### src/rtl/rfb_pkg.sv
// Shared types and the CRC step for the frame exchange buffer.
// Assumes byte-wide data and the reflected CRC-16 used on the contactless link.
package rfb_pkg;

    typedef enum logic [2:0] {
        ST_IDLE,
        ST_TX_DATA,
        ST_TX_CRC_LO,
        ST_TX_CRC_HI,
        ST_CLEAR,
        ST_WAIT
    } rfb_state_t;

    localparam logic [15:0] CRC_PRESET = 16'hFFFF;
    localparam logic [15:0] CRC_POLY_R = 16'h8408;

    // Advance the reflected CRC-16 by one byte, LSB first.
    function automatic logic [15:0] crc16b_step(input logic [15:0] c, input logic [7:0] d);
        logic [15:0] r;
        r = c ^ {8'h00, d};
        for (int b = 0; b < 8; b++) begin
            r = r[0] ? ((r >> 1) ^ CRC_POLY_R) : (r >> 1);
        end
        return r;
    endfunction

endpackage

### src/rtl/rfb_watchdog.sv
// Answer timeout counter. It is armed for one cycle, then runs until it is
// stopped or until its limit is reached. The limit is picked by sel from four
// microsecond values scaled by CYC_PER_US. sel must stay stable while it runs.
module rfb_watchdog #(
    parameter int unsigned CYC_PER_US = 100
) (
    input  logic       clk,
    input  logic       rst_n,
    input  logic       arm,
    input  logic       stop,
    input  logic [1:0] sel,
    output logic       running,
    output logic       expired
);
    localparam int unsigned LIM0 = 500 * CYC_PER_US;
    localparam int unsigned LIM1 = 5000 * CYC_PER_US;
    localparam int unsigned LIM2 = 10000 * CYC_PER_US;
    localparam int unsigned LIM3 = 309000 * CYC_PER_US;
    localparam int unsigned CW   = $clog2(LIM3 + 1);

    logic [CW-1:0] cnt;
    logic [CW-1:0] last;

    // Pick the final count value for the selected timeout.
    always_comb begin
        case (sel)
            2'b00:   last = CW'(LIM0 - 1);
            2'b01:   last = CW'(LIM1 - 1);
            2'b10:   last = CW'(LIM2 - 1);
            default: last = CW'(LIM3 - 1);
        endcase
    end

    assign expired = running && (cnt == last);

    // Count wait cycles from arming until stop or expiry.
    always_ff @(posedge clk) begin
        if (!rst_n) begin
            cnt     <= '0;
            running <= 1'b0;
        end else if (arm) begin
            cnt     <= '0;
            running <= 1'b1;
        end else if (running) begin
            if (stop || expired) begin
                running <= 1'b0;
            end
            cnt <= cnt + 1'b1;
        end
    end

    // the counter never runs past the selected limit
    a_r8_cnt_bound: assert property (@(posedge clk) disable iff (!rst_n)
        running |-> (cnt <= last));
    // arming restarts the count from zero
    a_r8_arm_restart: assert property (@(posedge clk) disable iff (!rst_n)
        arm |=> (running && cnt == '0));

endmodule

### src/rtl/rfb_rx_stage.sv
// Receive staging. It holds the two newest bytes back, so the trailing CRC
// pair is never pushed into the buffer. Each older byte is forwarded as
// payload to buffer index 1 upward, and the CRC is accumulated over those
// bytes. After rx_done it reports whether the answer is well formed.
// Assumes rx_done never coincides with a received byte.
module rfb_rx_stage
    import rfb_pkg::*;
#(
    parameter int unsigned MAX_PAY = 35,
    parameter int unsigned PW      = 6
) (
    input  logic          clk,
    input  logic          rst_n,
    input  logic          clear,
    input  logic          en,
    input  logic          rx_valid,
    input  logic [7:0]    rx_data,
    output logic          push_valid,
    output logic [PW-1:0] push_idx,
    output logic [7:0]    push_data,
    output logic          ans_good,
    output logic [7:0]    ans_len
);
    localparam int unsigned CW = $clog2(MAX_PAY + 4);

    logic [CW-1:0] cnt;
    logic [7:0]    hold_old;
    logic [7:0]    hold_new;
    logic [15:0]   crc;
    logic          take;
    logic          spill;

    assign take       = en && rx_valid;
    assign spill      = take && (cnt >= CW'(2));
    assign push_valid = spill && (cnt <= CW'(MAX_PAY + 1));
    assign push_idx   = PW'(cnt - CW'(1));
    assign push_data  = hold_old;
    assign ans_len    = 8'(cnt - CW'(2));
    assign ans_good   = (cnt >= CW'(3)) && (cnt <= CW'(MAX_PAY + 2))
                        && (hold_old == ~crc[7:0]) && (hold_new == ~crc[15:8]);

    // Shift bytes through the two-deep hold, count them, and accumulate the CRC.
    always_ff @(posedge clk) begin
        if (!rst_n || clear) begin
            cnt      <= '0;
            hold_old <= 8'h00;
            hold_new <= 8'h00;
            crc      <= CRC_PRESET;
        end else if (take) begin
            hold_old <= hold_new;
            hold_new <= rx_data;
            if (cnt != '1) begin
                cnt <= cnt + 1'b1;
            end
            if (spill) begin
                crc <= crc16b_step(crc, hold_old);
            end
        end
    end

    // without enable, the byte count does not move
    a_r10_idle_count: assert property (@(posedge clk) disable iff (!rst_n)
        (!en && !clear) |=> $stable(cnt));
    // payload bytes only land inside the buffer's data area
    a_r6_push_range: assert property (@(posedge clk) disable iff (!rst_n)
        push_valid |-> (push_idx >= PW'(1) && push_idx <= PW'(MAX_PAY)));

endmodule

### src/rtl/rf_frame_buffer.sv
// Frame exchange buffer: a shared request/answer store with a sequential
// host port. It runs the transmit, clear, wait and store sequence.
// Assumes tx_ready may stall at any time, and rx_done follows the last byte.
module rf_frame_buffer
    import rfb_pkg::*;
#(
    parameter int unsigned CYC_PER_US = 100,
    parameter int unsigned BUF_BYTES  = 36
) (
    input  logic       clk,
    input  logic       rst_n,
    input  logic       host_restart,
    input  logic       host_wr_en,
    input  logic [7:0] host_wr_data,
    input  logic       host_rd_en,
    output logic [7:0] host_rd_data,
    input  logic       start,
    input  logic [1:0] wdg_sel,
    output logic       busy,
    output logic       len_err,
    output logic       tx_valid,
    output logic [7:0] tx_data,
    input  logic       tx_ready,
    input  logic       rx_valid,
    input  logic [7:0] rx_data,
    input  logic       rx_done
);
    localparam int unsigned MAX_PAY = BUF_BYTES - 1;
    localparam int unsigned PW      = $clog2(BUF_BYTES);
    localparam logic [PW-1:0] LAST  = PW'(MAX_PAY);

    rfb_state_t    state;
    logic [7:0]    mem [BUF_BYTES];
    logic [PW-1:0] ptr;
    logic [PW-1:0] idx;
    logic [15:0]   crc;
    logic [1:0]    sel_q;
    logic          bad_len;
    logic          wd_running;
    logic          wd_expired;
    logic          push_valid;
    logic [PW-1:0] push_idx;
    logic [7:0]    push_data;
    logic          ans_good;
    logic [7:0]    ans_len;
    logic          in_wait;
    logic          arm;

    assign bad_len      = (mem[0] == 8'h00) || (mem[0] > 8'(MAX_PAY));
    assign busy         = (state != ST_IDLE);
    assign in_wait      = (state == ST_WAIT);
    assign arm          = (state == ST_CLEAR);
    assign host_rd_data = mem[ptr];

    // Present payload bytes first, then the complemented CRC low and high.
    always_comb begin
        tx_valid = 1'b0;
        tx_data  = 8'h00;
        case (state)
            ST_TX_DATA:   begin tx_valid = 1'b1; tx_data = mem[idx];   end
            ST_TX_CRC_LO: begin tx_valid = 1'b1; tx_data = ~crc[7:0];  end
            ST_TX_CRC_HI: begin tx_valid = 1'b1; tx_data = ~crc[15:8]; end
            default:      ;
        endcase
    end

    rfb_watchdog #(.CYC_PER_US(CYC_PER_US)) u_wdog (
        .clk     (clk),
        .rst_n   (rst_n),
        .arm     (arm),
        .stop    (in_wait && rx_done),
        .sel     (sel_q),
        .running (wd_running),
        .expired (wd_expired)
    );

    rfb_rx_stage #(.MAX_PAY(MAX_PAY), .PW(PW)) u_rx (
        .clk        (clk),
        .rst_n      (rst_n),
        .clear      (arm),
        .en         (in_wait),
        .rx_valid   (rx_valid),
        .rx_data    (rx_data),
        .push_valid (push_valid),
        .push_idx   (push_idx),
        .push_data  (push_data),
        .ans_good   (ans_good),
        .ans_len    (ans_len)
    );

    // Sequence the exchange and own every write into the store.
    always_ff @(posedge clk) begin
        if (!rst_n) begin
            state   <= ST_IDLE;
            ptr     <= '0;
            idx     <= '0;
            crc     <= CRC_PRESET;
            sel_q   <= 2'b00;
            len_err <= 1'b0;
            for (int i = 0; i < BUF_BYTES; i++) begin
                mem[i] <= 8'h00;
            end
        end else begin
            case (state)
                ST_IDLE: begin
                    if (start) begin
                        if (bad_len) begin
                            len_err <= 1'b1;
                        end else begin
                            len_err <= 1'b0;
                            idx     <= PW'(1);
                            crc     <= CRC_PRESET;
                            sel_q   <= wdg_sel;
                            state   <= ST_TX_DATA;
                        end
                    end else if (host_restart) begin
                        ptr <= '0;
                    end else begin
                        if (host_wr_en) begin
                            mem[ptr] <= host_wr_data;
                        end
                        if ((host_wr_en || host_rd_en) && ptr != LAST) begin
                            ptr <= ptr + 1'b1;
                        end
                    end
                end
                ST_TX_DATA: begin
                    if (tx_ready) begin
                        crc <= crc16b_step(crc, mem[idx]);
                        if (8'(idx) == mem[0]) begin
                            state <= ST_TX_CRC_LO;
                        end else begin
                            idx <= idx + 1'b1;
                        end
                    end
                end
                ST_TX_CRC_LO: begin
                    if (tx_ready) begin
                        state <= ST_TX_CRC_HI;
                    end
                end
                ST_TX_CRC_HI: begin
                    if (tx_ready) begin
                        state <= ST_CLEAR;
                    end
                end
                ST_CLEAR: begin
                    for (int i = 0; i < BUF_BYTES; i++) begin
                        mem[i] <= 8'h00;
                    end
                    state <= ST_WAIT;
                end
                ST_WAIT: begin
                    if (rx_done) begin
                        if (ans_good) begin
                            mem[0] <= ans_len;
                        end else begin
                            for (int i = 1; i < BUF_BYTES; i++) begin
                                mem[i] <= 8'h00;
                            end
                            mem[0] <= 8'hFF;
                        end
                        ptr   <= '0;
                        state <= ST_IDLE;
                    end else if (wd_expired) begin
                        for (int i = 0; i < BUF_BYTES; i++) begin
                            mem[i] <= 8'h00;
                        end
                        ptr   <= '0;
                        state <= ST_IDLE;
                    end else if (push_valid) begin
                        mem[push_idx] <= push_data;
                    end
                end
                default: state <= ST_IDLE;
            endcase
        end
    end

    // a stalled byte is held unchanged until taken
    a_r3_tx_hold: assert property (@(posedge clk) disable iff (!rst_n)
        (tx_valid && !tx_ready) |=> (tx_valid && $stable(tx_data)));
    // the store is empty on entry to the wait
    a_r5_cleared: assert property (@(posedge clk) disable iff (!rst_n)
        (state == ST_CLEAR) |=> (mem[0] == 8'h00 && mem[MAX_PAY] == 8'h00 && wd_running));
    // a bad length never leaves idle and raises the flag
    a_r9_reject: assert property (@(posedge clk) disable iff (!rst_n)
        (state == ST_IDLE && start && bad_len) |=> (!busy && len_err));
    // the host pointer is frozen while the exchange is transmitting
    a_r10_ptr_frozen: assert property (@(posedge clk) disable iff (!rst_n)
        (busy && !in_wait) |=> $stable(ptr));

endmodule

### config.mk
export PLATFORM = sky130hd
export DESIGN_NAME = rf_frame_buffer
export DESIGN_NICKNAME = d
export VERILOG_FILES = /design/src/rtl/rfb_pkg.sv /design/src/rtl/rfb_watchdog.sv /design/src/rtl/rfb_rx_stage.sv /design/src/rtl/rf_frame_buffer.sv
export SDC_FILE = /design/constraint.sdc
export NUM_CORES = 1
export LEC_CHECK = 0
export CAP_MARGIN = 20
export CORE_ASPECT_RATIO = 0.7
export CORE_MARGIN = 10
export CORE_UTILIZATION = 30
export DETAILED_ROUTE_END_ITERATION = 8
export DONT_BUFFER_PORTS = 1
export GPL_ROUTABILITY_DRIVEN = 1
export PLACE_DENSITY_LB_ADDON = 0.12
export SLEW_MARGIN = 20
export SYNTH_ARGS = -nofsm -noshare
export SYNTH_HDL_FRONTEND = slang
export SYNTH_SLANG_ARGS = --single-unit
export TNS_END_PERCENT = 1
### constraint.sdc
create_clock -name clk -period 3.41 [get_ports clk]
set_input_delay 0.1705 -clock clk [delete_from_list [all_inputs] [get_ports clk]]
set_output_delay 0.1705 -clock clk [all_outputs]
set_load 0.05 [all_outputs]
==> metrics.md <==
| Metric | Value |
|---|---|
| Outcome | `complete, but fails checks` |
| Violated checks | `setup timing` |
| Number of fill cells | `9759` |
| Post-Syn Instances | `roughly 2200` |
| Root buf cell | `clkbuf_16` |
| FF+latch count, synth | `622` |
| CTS Buffer Depth | `3` |
| Total Routed Length | `around 120 mm` |
| Placed Cells | `3715` |
| Post-DRT Antenna Nets | `0` |
| Clock skew | `approximately 40 ps` |
| Worst IR Drop VDD | `0.3178 mV` |
| Syn Area/Cell | `between 10 and 15 µm²` |
| Worst-margin pin slew | `approximately 1100 ps` |
| DRC errors left | `0` |
| Primary FF master, synth | `edfxtp_1` |
| Cell variety after synth | `69` |
| Leak pwr | `between 10 and 15 nW` |
| Crit Path Class | `reg -> out` |
| Via count | `21410` |
| Worst hold path class | `in -> reg` |
| Crit path DAT | `approximately 3500 ps` |
| Largest net degree at the start of global routing | `38` |
| EDFF count, synth | `512` |
| Tot GR Track Use | `19.68%` |
| CP max-delay cell | `mux4_2` |
| Top cells by area, synth | `edfxtp_1 (49%), mux4_2 (22%), dfxtp_1 (7.0%), nor2_1 (4.6%), nand2_1 (1.9%)` |
| Clk_lat worst skew | `660 ps` |
| Mapped Area | `31280 µm²` |
| Diodes inserted | `0` |
| Nets | `2513` |
| Setup WS post-layout | `-221.2 ps` |
| Non-Filler Instances | `3895` |
| Slew HR | `24.55%` |
| Critical Path, Cell by Cell | `buf_12 -> buf_12 -> mux4_2 -> mux4_2 -> mux2i_1 -> mux2i_2 -> buf_12 -> a21oi_2 -> o22ai_2 -> nor2b_4 -> buf_8` |
| Worst path most repeated cell | `buf_12` |
| Vias in the first global route | `21240` |
| Count leader, synth | `edfxtp_1` |
| Initial Util | `roughly 30%` |
| Setup violations, final | `16` |
| Number of buffers created by CTS | `slightly above 70` |
| Max_cap viols | `0` |
| # H-tree levels | `3` |
| Fin. max-slew vios | `0` |
| Ys Warns | `0` |
| Period utilization | `106.5%` |
| Worst Setup End Kind | `output pin` |
| FFs w/ async S/R, synth | `0%` |
| Router iterations before antenna repair | `5` |
| Final Total Pwr | `0.02081 W` |
| Startpoint types | `flip-flop` |
| Min Tclk post-route | `between 3000 and 4000 ps` |
| Port bufs | `0` |
| Mapped Nets | `about 2200` |
| Gpl congestion | `0.9174` |
| Die W | `406.0 µm` |
| Final hold violation count | `0` |
| Worst Path Required | `3240 ps` |
| Core area | `103800 µm²` |
| Sequential fraction of the synthesis area | `~56%` |
| RSZ-0062 raised after global routing | `yes` |
| Layout cell share with drive strength beyond 1 | `33.33%` |
| Clock sink total | `622` |
| Dpl hpwl | `between 80 and 90 mm` |
| Register area | `approximately 18000 µm²` |
| Total grt overflow | `0` |
| Finished Core Util | `37.79%` |
| CTS tree | `built` |
| Global-route wire length before repair | `166.0 mm` |
| Via density | `5.496` |
| Clock transition at the registers of the reported paths | `70 ps` |
| Die height | `290.2 µm` |
| Die area | `117800 µm²` |
| Worst-path fanout max | `8` |
| Post-synthesis cell type with the largest combined area | `edfxtp_1` |
| Area of the multi-input gates | `13330 µm²` |
| Row count | `99` |
| Initial drt markers | `2492` |
| Synth top area share | `49.15%` |
| Routed len/inst | `30.21 µm` |
| CP max stage delay | `about 570 ps` |
| Initial antenna violation count | `9` |
| Synth cell count leaders | `edfxtp_1 (512), nor2_1 (382), mux4_2 (308)` |
| Max Clock Freq | `0.2754 GHz` |
| # IOs | `46` |
| Power per cell area | `530.6 nW/µm²` |
| Syn-to-layout area delta | `25.40%` |
registers in the layout (all words and copies together), names as in the netlist, named ones only:
register	count
crc	16
idx	6
len_err	1
mem	512
ptr	6
sel_q	2
state	3
u_rx.cnt	6
u_rx.crc	16
u_rx.hold_new	8
u_rx.push_data	8
u_wdog.cnt	25
u_wdog.running	1
worst max-delay path, delay by kind of cell (launching register included):
family | cells | cell delay, ps
simple gates | 1 | 150
flops | 1 | 390
buf+inv | 4 | 630
mux | 4 | 1360
compound gates | 2 | 250
final timing paths:
| check | from | to | slack [ps] | cells after the start |
|---|---|---|---|---|
| min | start | sel_q[1] | 60 | 4 |
| max | flip-flop | tx_data[2] | -220 | 11 |
| max reg2reg | sel_q[1] | mem[32][2] | 50 | 9 |
| min reg2reg | u_rx.hold_new[1] | u_rx.push_data[1] | 490 | 2 |
cell type report:
class | count | share of cell area, %
sequential | 622 | 44.87
multi-input combinational | 1378 | 33.98
timing repair buffer | 377 | 10.77
clock buffer | 88 | 4.727
tap | 1363 | 4.347
clock inverter | 41 | 1.059
inverter | 26 | 0.2488
cells in the final DEF (no fill, tap or decap), types with 18 or more instances in the layout:
| cell type | Yosys | final |
|---|---|---|
| xnor2_1 | 58 | 55 |
| nor3_1 | 53 | 51 |
| dlygate4sd3_1 | 0 | 32 |
| buf_12 | 0 | 91 |
| buf_4 | 10 | 234 |
| mux2i_1 | 41 | 27 |
| nor2_1 | 382 | 375 |
| clkbuf_16 | 0 | 71 |
| o21ai_0 | 26 | 23 |
| edfxtp_1 | 512 | 512 |
| o211ai_1 | 18 | 18 |
| dfxtp_1 | 110 | 102 |
| inv_1 | 25 | 25 |
| mux4_2 | 308 | 308 |
| xor2_1 | 41 | 41 |
| nand3_1 | 26 | 25 |
| nand2_1 | 160 | 158 |
| a21oi_1 | 53 | 45 |
| clkinv_2 | 0 | 18 |
logic make-up (layout without fill, tap and decap cells):
kind of cell               Yosys count  after routing  share of synthesized area [%]
DFF                                622            622                          56.19
xor gates and xnor gates           106            106                          3.216
buffers and inverters              185            532                          2.528
muxes                              355            355                          23.70
AOI/OAI and AO/OA                  193            193                          4.236
adders and majority gates           10             10                         0.4000
and+or+nand+nor                    714            714                          9.728
where the power goes:
group	total, W	switching (W)	internal (W)
Sequential	0.00867	0.000271	0.00840
Clock	0.00768	0.00332	0.00436
Combinational	0.00446	0.00232	0.00214
per-stage QoR:
step	setup TNS [ps]	hold WS [ps]	cell area, µm²	setup slack [ps]
final	-2191	60.41	39230	-221.2
after global placement	-15700	246.7	35950	-171.8
after detailed placement	-7834	249.2	35950	-159.9
after floorplan	0	306.5	31280	11.43
after global routing	-4213	72.52	39230	-343.6
after CTS	-15560	14.82	38930	-278.7
metal layers:
layer	track usage, %	vias to the layer above	part of all wire (%)	wire [µm]
met5	0	-	0.011	13
met3	5.868	130	10	12070
met1	30.15	11200	47	55030
met4	3.757	2	1.9	2235
li1	-	9083	-	-
met2	27.16	990	41	48310
timing repair:
| action | CTS | global route |
|---|---|---|
| endpoints found under the setup margin | 213 | 451 |
| setup buffers | 11 | 4 |
| pin swaps | 3 | 10 |
| gates resized for setup | 38 | 53 |
| gates cloned | 4 | 0 |
| endpoints found under the hold margin | 205 | 0 |
| hold buffers | 32 | 0 |
No activity file was read; power rests on OpenSTA's default activity.
